[src/rtl/punch_pkg.sv]
package punch_pkg;

    localparam int PUNCH_ROWS = 12;

    typedef enum logic [1:0] {
        ST_IDLE  = 2'd0,
        ST_START = 2'd1,
        ST_DATA  = 2'd2,
        ST_END   = 2'd3
    } punch_state_e;

    // weight of one row bit of a column pattern in the BCD code
    function automatic logic [5:0] row_weight(input int idx);
        logic [5:0] w;
        if (idx <= 8)       w = 6'(9 - idx);   // digit rows 9..1
        else if (idx == 9)  w = 6'o20;         // zero row
        else if (idx == 10) w = 6'o40;         // eleven row
        else                w = 6'o60;         // twelve row
        return w;
    endfunction

endpackage

[src/rtl/pc_slot_timer.sv]
module pc_slot_timer #(
    parameter int W = 16
) (
    input  logic         clk,
    input  logic         rst_n,
    input  logic         load_i,
    input  logic         hold_i,
    input  logic [W-1:0] load_val_i,
    output logic         zero_o
);
    logic [W-1:0] cnt_q;

    always_ff @(posedge clk or negedge rst_n) begin
        if (!rst_n)
            cnt_q <= '0;
        else if (load_i)
            cnt_q <= load_val_i;
        else if (!hold_i && cnt_q != '0)
            cnt_q <= cnt_q - 1'b1;
    end

    assign zero_o = (cnt_q == '0);


    hold_freeze_chk: assert property (@(posedge clk) disable iff (!rst_n)
        (!load_i && hold_i) |=> $stable(cnt_q));

endmodule

[src/rtl/pc_card_buffer.sv]
module pc_card_buffer #(
    parameter int WORD_W = 36,
    parameter int NWORDS = 24,
    parameter int ROWS   = 12,
    localparam int HALVES = NWORDS / ROWS,
    localparam int COLS   = HALVES * WORD_W,
    localparam int WIW    = $clog2(NWORDS),
    localparam int CIW    = $clog2(COLS),
    localparam int BW     = $clog2(WORD_W)
) (
    input  logic              clk,
    input  logic              rst_n,
    input  logic              clr_i,
    input  logic              we_i,
    input  logic [WIW-1:0]    widx_i,
    input  logic [WORD_W-1:0] wdata_i,
    input  logic [CIW-1:0]    col_i,
    output logic [ROWS-1:0]   rows_o
);
    logic [WORD_W-1:0] mem [NWORDS];
    logic [CIW-1:0]    grp_c;
    logic [BW-1:0]     bpos_c;

    always_ff @(posedge clk or negedge rst_n) begin
        if (!rst_n) begin
            for (int i = 0; i < NWORDS; i++) mem[i] <= '0;
        end else if (clr_i) begin
            for (int i = 0; i < NWORDS; i++) mem[i] <= '0;
        end else if (we_i) begin
            mem[widx_i] <= wdata_i;
        end
    end

    // column c lives in word group c/WORD_W at bit WORD_W-1-(c mod WORD_W)
    always_comb begin
        grp_c  = CIW'(int'(col_i) / WORD_W);
        bpos_c = BW'(WORD_W - 1 - (int'(col_i) % WORD_W));
    end

    for (genvar r = 0; r < ROWS; r++) begin : g_row
        assign rows_o[r] = mem[WIW'(r * HALVES) + WIW'(grp_c)][bpos_c];
    end


    widx_range_chk: assert property (@(posedge clk) disable iff (!rst_n)
        we_i |-> (int'(widx_i) < NWORDS));

endmodule

[src/rtl/pc_bcd_encoder.sv]
module pc_bcd_encoder
    import punch_pkg::*;
(
    input  logic [PUNCH_ROWS-1:0] col_i,
    output logic [5:0]            bcd_o
);
    always_comb begin
        bcd_o = '0;
        for (int i = 0; i < PUNCH_ROWS; i++)
            if (col_i[i]) bcd_o = bcd_o | row_weight(i);
    end
endmodule

[src/rtl/punch_word_collector.sv]
module punch_word_collector
    import punch_pkg::*;
#(
    parameter int WORD_W    = 36,
    parameter int NWORDS    = 24,
    parameter int START_DLY = 35000,
    parameter int STOP_DLY  = 35000,
    parameter int SHORT_DLY = 150,
    parameter int LONG_DLY  = 15500
) (
    input  logic              clk,
    input  logic              rst_n,
    input  logic              sel_i,
    input  logic              wr_valid_i,
    input  logic [WORD_W-1:0] wr_data_i,
    input  logic              wr_eor_i,
    input  logic              conn_i,
    output logic              req_o,
    output logic              eor_o,
    output logic              ioc_o,
    output logic              ierr_o,
    output logic              col_valid_o,
    output logic [$clog2((NWORDS / PUNCH_ROWS) * WORD_W)-1:0] col_idx_o,
    output logic [PUNCH_ROWS-1:0] col_bin_o,
    output logic [5:0]        col_bcd_o
);
    localparam int HALVES = NWORDS / PUNCH_ROWS;
    localparam int COLS   = HALVES * WORD_W;
    localparam int CIW    = $clog2(COLS);
    localparam int WIW    = $clog2(NWORDS);
    localparam int PW     = $clog2(NWORDS + 1);
    localparam int DMAX_A = (START_DLY > STOP_DLY) ? START_DLY : STOP_DLY;
    localparam int DMAX_B = (SHORT_DLY > LONG_DLY) ? SHORT_DLY : LONG_DLY;
    localparam int DMAX   = (DMAX_A > DMAX_B) ? DMAX_A : DMAX_B;
    localparam int TW     = $clog2(DMAX + 1);

    punch_state_e   state_q, state_d;
    logic [PW-1:0]  ptr_q;
    logic           hold_v_q;
    logic           ioc_q, req_q, eor_q, ierr_q;
    logic           scan_act_q;
    logic [CIW-1:0] scan_col_q;

    logic           tmr_zero, tmr_load, tmr_hold;
    logic [TW-1:0]  tmr_val;

    logic do_init, in_data, wr_hit, last_word, close_wr, close_dc, slot, closing;

    // decoded events of the current cycle
    always_comb begin
        in_data   = (state_q == ST_DATA);
        do_init   = (state_q == ST_START) && tmr_zero;
        wr_hit    = in_data && wr_valid_i;
        last_word = (ptr_q == PW'(NWORDS - 1));
        close_wr  = wr_hit && (last_word || wr_eor_i);
        close_dc  = in_data && !wr_valid_i && !conn_i;
        slot      = in_data && !wr_valid_i && conn_i && tmr_zero;
        closing   = close_wr || close_dc;
    end

    // transitions and timer loading
    always_comb begin
        state_d  = state_q;
        tmr_load = 1'b0;
        tmr_val  = '0;
        unique case (state_q)
            ST_IDLE: begin
                if (sel_i) begin
                    state_d  = ST_START;
                    tmr_load = 1'b1;
                    tmr_val  = TW'(START_DLY - 1);
                end
            end
            ST_START: begin
                if (tmr_zero) begin
                    state_d  = ST_DATA;
                    tmr_load = 1'b1;
                    tmr_val  = TW'(SHORT_DLY - 1);
                end
            end
            ST_DATA: begin
                if (closing) begin
                    state_d  = ST_END;
                    tmr_load = 1'b1;
                    tmr_val  = TW'(STOP_DLY - 1);
                end else if (slot) begin
                    tmr_load = 1'b1;
                    tmr_val  = ptr_q[0] ? TW'(SHORT_DLY - 1) : TW'(LONG_DLY - 1);
                end
            end
            ST_END: begin
                if (tmr_zero) begin
                    if (conn_i) begin
                        state_d  = ST_START;
                        tmr_load = 1'b1;
                        tmr_val  = '0;
                    end else begin
                        state_d  = ST_IDLE;
                    end
                end
            end
            default: state_d = ST_IDLE;
        endcase
        tmr_hold = wr_hit || (state_q == ST_IDLE);
    end

    // state register
    always_ff @(posedge clk or negedge rst_n) begin
        if (!rst_n) state_q <= ST_IDLE;
        else        state_q <= state_d;
    end

    // registered outputs and data-path state
    always_ff @(posedge clk or negedge rst_n) begin
        if (!rst_n) begin
            ptr_q      <= '0;
            hold_v_q   <= 1'b0;
            ioc_q      <= 1'b0;
            req_q      <= 1'b0;
            eor_q      <= 1'b0;
            ierr_q     <= 1'b0;
            scan_act_q <= 1'b0;
            scan_col_q <= '0;
        end else begin
            req_q  <= do_init || slot;
            eor_q  <= close_wr;
            ierr_q <= wr_valid_i && !in_data;
            if (do_init) begin
                ptr_q    <= '0;
                hold_v_q <= 1'b0;
            end else if (wr_hit) begin
                ptr_q    <= ptr_q + 1'b1;
                hold_v_q <= 1'b1;
            end else if (slot) begin
                hold_v_q <= 1'b0;
                if (!hold_v_q) ioc_q <= 1'b1;
            end
            if (closing) begin
                scan_act_q <= 1'b1;
                scan_col_q <= '0;
            end else if (scan_act_q) begin
                if (scan_col_q == CIW'(COLS - 1)) scan_act_q <= 1'b0;
                else                              scan_col_q <= scan_col_q + 1'b1;
            end
        end
    end

    pc_slot_timer #(.W(TW)) u_timer (
        .clk        (clk),
        .rst_n      (rst_n),
        .load_i     (tmr_load),
        .hold_i     (tmr_hold),
        .load_val_i (tmr_val),
        .zero_o     (tmr_zero)
    );

    pc_card_buffer #(.WORD_W(WORD_W), .NWORDS(NWORDS), .ROWS(PUNCH_ROWS)) u_buf (
        .clk     (clk),
        .rst_n   (rst_n),
        .clr_i   (do_init),
        .we_i    (wr_hit),
        .widx_i  (ptr_q[WIW-1:0]),
        .wdata_i (wr_data_i),
        .col_i   (scan_col_q),
        .rows_o  (col_bin_o)
    );

    pc_bcd_encoder u_enc (
        .col_i (col_bin_o),
        .bcd_o (col_bcd_o)
    );

    assign req_o       = req_q;
    assign eor_o       = eor_q;
    assign ioc_o       = ioc_q;
    assign ierr_o      = ierr_q;
    assign col_valid_o = scan_act_q;
    assign col_idx_o   = scan_col_q;


    req_in_data_chk: assert property (@(posedge clk) disable iff (!rst_n)
        req_o |-> (state_q == ST_DATA));

    eor_in_end_chk: assert property (@(posedge clk) disable iff (!rst_n)
        eor_o |-> (state_q == ST_END));

    ioc_sticky_chk: assert property (@(posedge clk) disable iff (!rst_n)
        ioc_o |=> ioc_o);

    dc_close_chk: assert property (@(posedge clk) disable iff (!rst_n)
        (state_q == ST_DATA && !wr_valid_i && !conn_i) |=> (state_q == ST_END && !eor_o));

    col_in_end_chk: assert property (@(posedge clk) disable iff (!rst_n)
        col_valid_o |-> (state_q == ST_END));

    ierr_flag_chk: assert property (@(posedge clk) disable iff (!rst_n)
        (wr_valid_i && state_q != ST_DATA) |=> ierr_o);

endmodule

[config.mk]
export PLATFORM = sky130hd
export DESIGN_NAME = punch_word_collector
export DESIGN_NICKNAME = d
export VERILOG_FILES = /design/src/rtl/punch_pkg.sv /design/src/rtl/pc_slot_timer.sv /design/src/rtl/pc_card_buffer.sv /design/src/rtl/pc_bcd_encoder.sv /design/src/rtl/punch_word_collector.sv
export SDC_FILE = /design/constraint.sdc
export NUM_CORES = 2
export LEC_CHECK = 0
export BUFFER_PORTS_ARGS = -buffer_cell sky130_fd_sc_hd__buf_2
export CELL_PAD_IN_SITES_DETAIL_PLACEMENT = 0
export CELL_PAD_IN_SITES_GLOBAL_PLACEMENT = 2
export CORE_MARGIN = 2
export CORE_UTILIZATION = 40
export DETAILED_ROUTE_END_ITERATION = 8
export GPL_ROUTABILITY_DRIVEN = 1
export PLACE_DENSITY = 0.81
export SYNTH_ARGS = -nofsm -noshare
export SYNTH_HDL_FRONTEND = slang
export SYNTH_HIERARCHICAL = 1
export SYNTH_SLANG_ARGS = --single-unit
[constraint.sdc]
create_clock -name clk -period 7.03 [get_ports clk]
set_clock_uncertainty 0.2 [all_clocks]
set_input_delay 0.703 -clock clk [delete_from_list [all_inputs] [get_ports clk]]
set_output_delay 0.703 -clock clk [all_outputs]
set_load 0.01 [all_outputs]
After elaboration in Yosys (flattened, before gate mapping) --
Index checks and enable logic that the tools add are counted.
Storage, ports and cells: bits in registers 900, input port bits 42, output and inout bits 30, word-level logic and storage cells 251
Operators by class: add/sub/neg operators 15, divide/modulo/power cells 2, $lt $le $gt $ge 15, eq/ne operators 10, muxes and demuxes 120, bitwise logic cells 27, reductions and logical operators 28
Operators with widths (number):
- $bmux W36 S5 | 12
- $mux W864 | 2
- $mux W36 | 25
- $bwmux W864 | 1
- $demux W36 S5 | 1
- $mux W6 | 22
- $ge A6 B6 Y1 const B | 13
- $not A5 Y6 | 13
- $bmux W1 S6 | 12
- $or A6 B6 Y6 | 11
- $mux W16 | 4
- $pmux W16 S4 | 1
- $div A8 B7 Y32 const B | 1
- $mod A8 B7 Y32 const B | 1
- $mux W14 | 2
- $mux W1 | 25
- $mux W7 | 3
- $add A4 B5 Y5 const A | 4
- $add A5 B5 Y5 const A | 4
- $logic_not A16 Y1 | 1
- $reduce_bool A16 Y1 | 1
- $sub A16 B1 Y16 const B | 1
- $add A3 B5 Y5 const A | 2
- $logic_and A1 B1 Y1 | 10
- 26 further kinds | 45

Depth between registers and ports, before layout --
word-level depth 31, gate-level depth with buffers 21, mapped depth without buffers 19

By module --
Netlist, hierarchy kept.
Modules (own cells, without submodules):
- pc_card_buffer | times used 1, cells each 5490, area each 46283.1 um^2
- punch_word_collector | times used 1, cells each 106, area each 1087.3 um^2
- pc_slot_timer | times used 1, cells each 130, area each 1062.3 um^2
- pc_bcd_encoder | times used 1, cells each 9, area each 46.3 um^2

Worst setup path after synthesis --
OpenSTA, ideal clock, no wires.
path type reg2out, from register scan_col_q[3] (netlist: col_idx_o[3]), to output port col_bcd_o[1], data arrival time 5.085 ns, data required time 6.127 ns, path slack 1.042 ns, stages on the path, launching flop included 21, path buffers 3, cells stage by stage dfrtp_1 -> buf_6 -> nor3_1 -> inv_1 -> ha_1 -> nand2b_1 -> a221oi_1 -> nand3_1 -> inv_2 -> clkbuf_1 -> clkbuf_1 -> ha_1 -> nor2_1 -> nand2_1 -> a2111oi_0 -> a211oi_1 -> o21ai_0 -> a2bb2oi_1 -> a2111oi_0 -> a211o_1 -> or4_1
RTL lines:
- from (decl) | line punch_word_collector.sv:42 | logic [CIW-1:0] scan_col_q;
- from (signal assigned) | line punch_word_collector.sv:143 | else scan_col_q <= scan_col_q + 1'b1;
- $div A8 B7 Y32 | line pc_card_buffer.sv:36 | grp_c = CIW'(int'(col_i) / WORD_W);
- $add A3 B5 Y5 | line pc_card_buffer.sv:41 | assign rows_o[r] = mem[WIW'(r * HALVES) + WIW'(grp_c)][bpos_c];
- $not A5 Y6 (not written as such) | line pc_card_buffer.sv:41
- $bmux W36 S5 | line pc_card_buffer.sv:41
- $mux W36 (not written as such) (2 in a row) | line pc_card_buffer.sv:41
- $bmux W1 S6 * | line pc_card_buffer.sv:41
- $mux W1 (not written as such) * | line pc_card_buffer.sv:41
- named net col_bin_o[3] | line punch_word_collector.sv:24 | output logic [PUNCH_ROWS-1:0] col_bin_o,
- [9 not listed]
- $or A6 B6 Y6 | line pc_bcd_encoder.sv:10 | if (col_i[i]) bcd_o = bcd_o | row_weight(i);
- $mux W6 * | line pc_bcd_encoder.sv:10
- $or A6 B6 Y6 | line pc_bcd_encoder.sv:10
- $mux W6 * | line pc_bcd_encoder.sv:10
- $or A6 B6 Y6 | line pc_bcd_encoder.sv:10
- $mux W6 * | line pc_bcd_encoder.sv:10
- $or A6 B6 Y6 | line pc_bcd_encoder.sv:10
- $mux W6 * | line pc_bcd_encoder.sv:10
- to (decl) | line punch_word_collector.sv:25 | output logic [5:0] col_bcd_o
Mark *: on every way through the listed nets, which the timed path passes. The rest lies on a longest branch. The select of a mux whose other input is x is not followed.

Final worst setup path --
from register scan_col_q[3] (netlist: col_idx_o[3]), to output port col_bcd_o[1]
Between the ends: longest elaborated chain between the ends 29
Ends and longest elaborated chain (line):
- $div A8 B7 Y32 | pc_card_buffer.sv:36
- $add A2 B5 Y5 | pc_card_buffer.sv:41
- $not A5 Y6 (not written as such) | pc_card_buffer.sv:41
- $bmux W36 S5 | pc_card_buffer.sv:41
- $mux W36 (not written as such) (2 in a row) | pc_card_buffer.sv:41
- $bmux W1 S6 | pc_card_buffer.sv:41
- $mux W1 (not written as such) | pc_card_buffer.sv:41
- $mux W6 | pc_bcd_encoder.sv:10
- [12 not listed]
- $or A6 B6 Y6 | pc_bcd_encoder.sv:10
- $mux W6 | pc_bcd_encoder.sv:10
- $or A6 B6 Y6 | pc_bcd_encoder.sv:10
- $mux W6 | pc_bcd_encoder.sv:10
- $or A6 B6 Y6 | pc_bcd_encoder.sv:10
- $mux W6 | pc_bcd_encoder.sv:10
- $or A6 B6 Y6 | pc_bcd_encoder.sv:10
- $mux W6 * | pc_bcd_encoder.sv:10
Every way passes the cells marked *; elsewhere a longest branch is shown, timed or not. The select of a mux whose other input is x is not followed.

==> results.py <==
metrics = {
    "status": {
        "outcome": "finished clean",
    },
    "synthesis": {
        "async_flop_share": 1.00,
        "yosysTopAreaCell": "dfrtp_1",
        "syn_avg_cell_area_sq_um": 8.45,
        "yosysWarnings": 6,
        "netlist_area_sq_um": 48500,
        "synth_top_cells_by_area": "dfrtp_1 (46%), nand2_1 (15%), a21oi_1 (10%)",
        "synth_cell_types": 94,
        "ys_seq_elements": 900,
        "yosysSeqAreaShare": 0.465,
        "yosysMostFrequentCell": "nand2_1",
        "synth-edff-count": 0,
        "synth_top_area_frac": 0.465,
        "synthFlopType": "dfrtp_1",
        "synth_common_cells": "nand2_1 (1983), a21oi_1 (971), dfrtp_1 (900)",
        "syn_inst": 5735,
    },
    "clocking": {
        "ctsRootBufferMaster": "clkbuf_16",
        "cts_buffers": 107,
        "cts_max_level": 3,
        "cts_buffer_depth": 3,
        "clk_pin_slew_ps": 60,
        "tritoncts": "yes",
        "clock_latency_ps": 740,
        "cts_sinks": 900,
    },
    "global_routing": {
        "grt_first_pass_wirelength_microns": 314000,
        "track_usage": 0.341,
        "grt_overflow_total": 0,
        "grt_max_degree": 196,
        "antenna_found_initial": 9,
        "grt_pass1_vias": 42803,
    },
    "die": {
        "fp-row-count": 127,
        "core-area_sq_um": 120000,
        "die_height_microns": 352,
        "io_pins": 72,
        "die_width_microns": 352,
        "dieArea_sq_um": 124000,
        "start_util": 0.404,
    },
    "detailed_routing": {
        "drt_iter0_markers": 5591,
        "post_drt_via_cell_ratio": 6.17,
        "wl_per_cell_microns": 29.7,
        "ant_nets": 0,
        "drt_wl_total_microns": 216000,
        "firstDrtPassIters": 6,
        "drc": 0,
        "vias": 44883,
    },
    "critical_path": {
        "slowest_stage": "or4_1",
        "path_cells": "nor3_1 -> inv_1 -> ha_1 -> nand2b_2 -> a21oi_1 -> o31ai_1 -> o21ai_0 -> a21oi_1 -> ha_1 -> buf_4 -> nor2b_1 -> buf_4 -> nand2_1 -> o311a_1 -> a32oi_1 -> o31ai_1 -> or4_1 -> buf_2",
        "crit_path_max_fanout": 7,
        "reg2regPathDepth": 7,
        "cp.arrival_ps": 5960,
        "r2r_setup_slack_ps": 2330,
        "required_ps": 6130,
        "slowest_delay_ps": 650,
        "critPathKind": "reg -> out",
        "cp-start-kind": "flip-flop",
        "worstSetupEndpointType": "primary output",
    },
    "timing": {
        "min_period_ps": 6860,
        "whs_ps": 78.4,
        "slew_headroom": 0.0592,
        "slew_violations": 0,
        "fin_crit_sh": 0.976,
        "setup_viol": 0,
        "maxClockFrequency_ghz": 0.146,
        "worst_pin_slew_ps": 1410,
        "tns_ps": 0,
        "hold_viol": 0,
        "rsz0062_at_grt": "no",
    },
    "place": {
        "gp_congestion": 0.895,
        "placed_cells": 7071,
        "port_buffers": 71,
        "dpl.hpwl_microns": 129000,
    },
    "job": {
        "drv_cap": 0,
    },
    "pwr": {
        "p_leak_nw": 24.0,
        "power.density_nw_per_um2": 382,
        "vdd_drop_max_uv": 257,
    },
    "finish": {
        "drive_above_1_share": 0.102,
        "nets": 5628,
        "final_core_util": 0.450,
        "final_cells": 7280,
        "fill_cells": 11898,
        "syn_to_final_growth_pct": 11.5,
    },
    "hold_path": {
        "hold_depth": 2,
        "min_path_type": "in -> reg",
    },
}
==> registers in the layout (all words and copies together) (netlist names) <==
signal         flops
u_buf/mem        864
req_o              1
eor_o              1
ptr_q              5
hold_v_q           1
ioc_o              1
col_idx_o          7
ierr_o             1
state_q            2
col_valid_o        1
u_timer/cnt_q     16
==> worst max-delay path: cells and delay by family (launching register included) <==
family	cells	cell delay (ps)
and+or+nand+nor	5	1780
AOI/OAI and AO/OA	7	1540
adders and majority gates	2	800
buffers and inverters	4	720
DFF	1	370
==> layout make-up <==
| type | count | area (sq um) | share of cell area |
|---|---|---|---|
| Multi-Input combinational cell | 4297 | 23800 | 0.441 |
| Sequential cell | 900 | 22500 | 0.417 |
| Clock buffer | 162 | 3230 | 0.0597 |
| Tap cell | 1612 | 2020 | 0.0373 |
| Timing Repair Buffer | 250 | 2010 | 0.0372 |
| Clock inverter | 33 | 332 | 0.00613 |
| Inverter | 21 | 81.3 | 0.00150 |
| Antenna cell | 5 | 12.5 | 0.000231 |
==> logic make-up (layout without fill, tap and decap cells) <==
family	after synthesis	count (layout)	synth area share
AND/OR/NAND/NOR	2375	2376	0.198
AO/OA/AOI/OAI	1456	1456	0.175
flip-flops	900	900	0.465
buffers and inverters	542	466	0.0493
multiplexers	440	440	0.109
XOR/XNOR	12	12	0.00217
adder cells (fa/ha/maj)	9	9	0.00232
other	1	9	0.0000774
==> cells in the final DEF, fill, tap and decap left out, types with 9 or more instances in the layout <==
cell type	instances
dfrtp_1	898
clkbuf_16	110
buf_12	24
o21ai_0	80
nand4_1	18
a211o_1	18
buf_4	154
clkbuf_8	28
nand3_1	58
nand2b_1	10
nor4_1	12
a21oi_1	969
nand2_1	1978
o221ai_1	24
clkbuf_1	24
xor2_1	9
buf_2	70
a311oi_1	11
a32oi_1	14
nor2_4	19
a2111oi_0	10
ha_1	9
o211ai_1	24
mux2i_1	361
o22ai_1	81
nor2_1	78
a31oi_1	22
inv_1	17
clkinv_2	21
a211oi_1	55
nor3_1	63
a221oi_1	41
mux4_2	69
and3_1	41
a22oi_1	13
or3_1	10
==> final timing paths <==
check,start,endpoint
worst min-delay path,wr_valid_i,ierr_o$_DFF_PN0_
worst max-delay path,col_idx_o[3]$_DFFE_PN0P_,col_bcd_o[1]
worst min register to register,ioc_o$_DFFE_PN0P_,ioc_o$_DFFE_PN0P_
worst max register to register,u_timer/cnt_q[4]$_DFFE_PN0P_,u_buf/mem[501]$_DFFE_PN0P_
max in group asynchronous,rst_n,u_buf/mem[213]$_DFFE_PN0P_
min in group asynchronous,rst_n,u_buf/mem[765]$_DFFE_PN0P_
==> timing repair <==
action	in CTS	in global routing
hold buffers	1	0
gates cloned	1	0
endpoints found under the hold margin	77	0
pin swaps	1	0
setup endpoints to repair	1	2
buffers inserted	0	7
gates resized for setup	0	4
==> power breakdown <==
part	internal, mW	switching (mW)	leakage, nW
clock network	3.33	2.39	1.76
logic	2.58	5.60	9.95
registers	6.07	0.681	12.3
==> metal layers <==
layer / wire [microns] / up-vias / track usage / part of all wire
li1: - / 19486 / - / -
met1: 87700 / 22493 / 0.459 / 0.41
met2: 96600 / 2304 / 0.523 / 0.45
met3: 19500 / 592 / 0.0723 / 0.090
met4: 12400 / 8 / 0.168 / 0.057
met5: 79 / - / 0 / 0.00037
==> through the flow <==
step,setup slack (ps),total power [mW],instance area [sq um]
finish,166,20.7,54100
global route,60.6,21.3,54000
CTS,90.7,20.5,54000
detailed placement,711,14.7,50400
global placement,690,14.7,50400
floorplan,1040,10.8,48500
No activity file was read; power rests on OpenSTA's default activity.
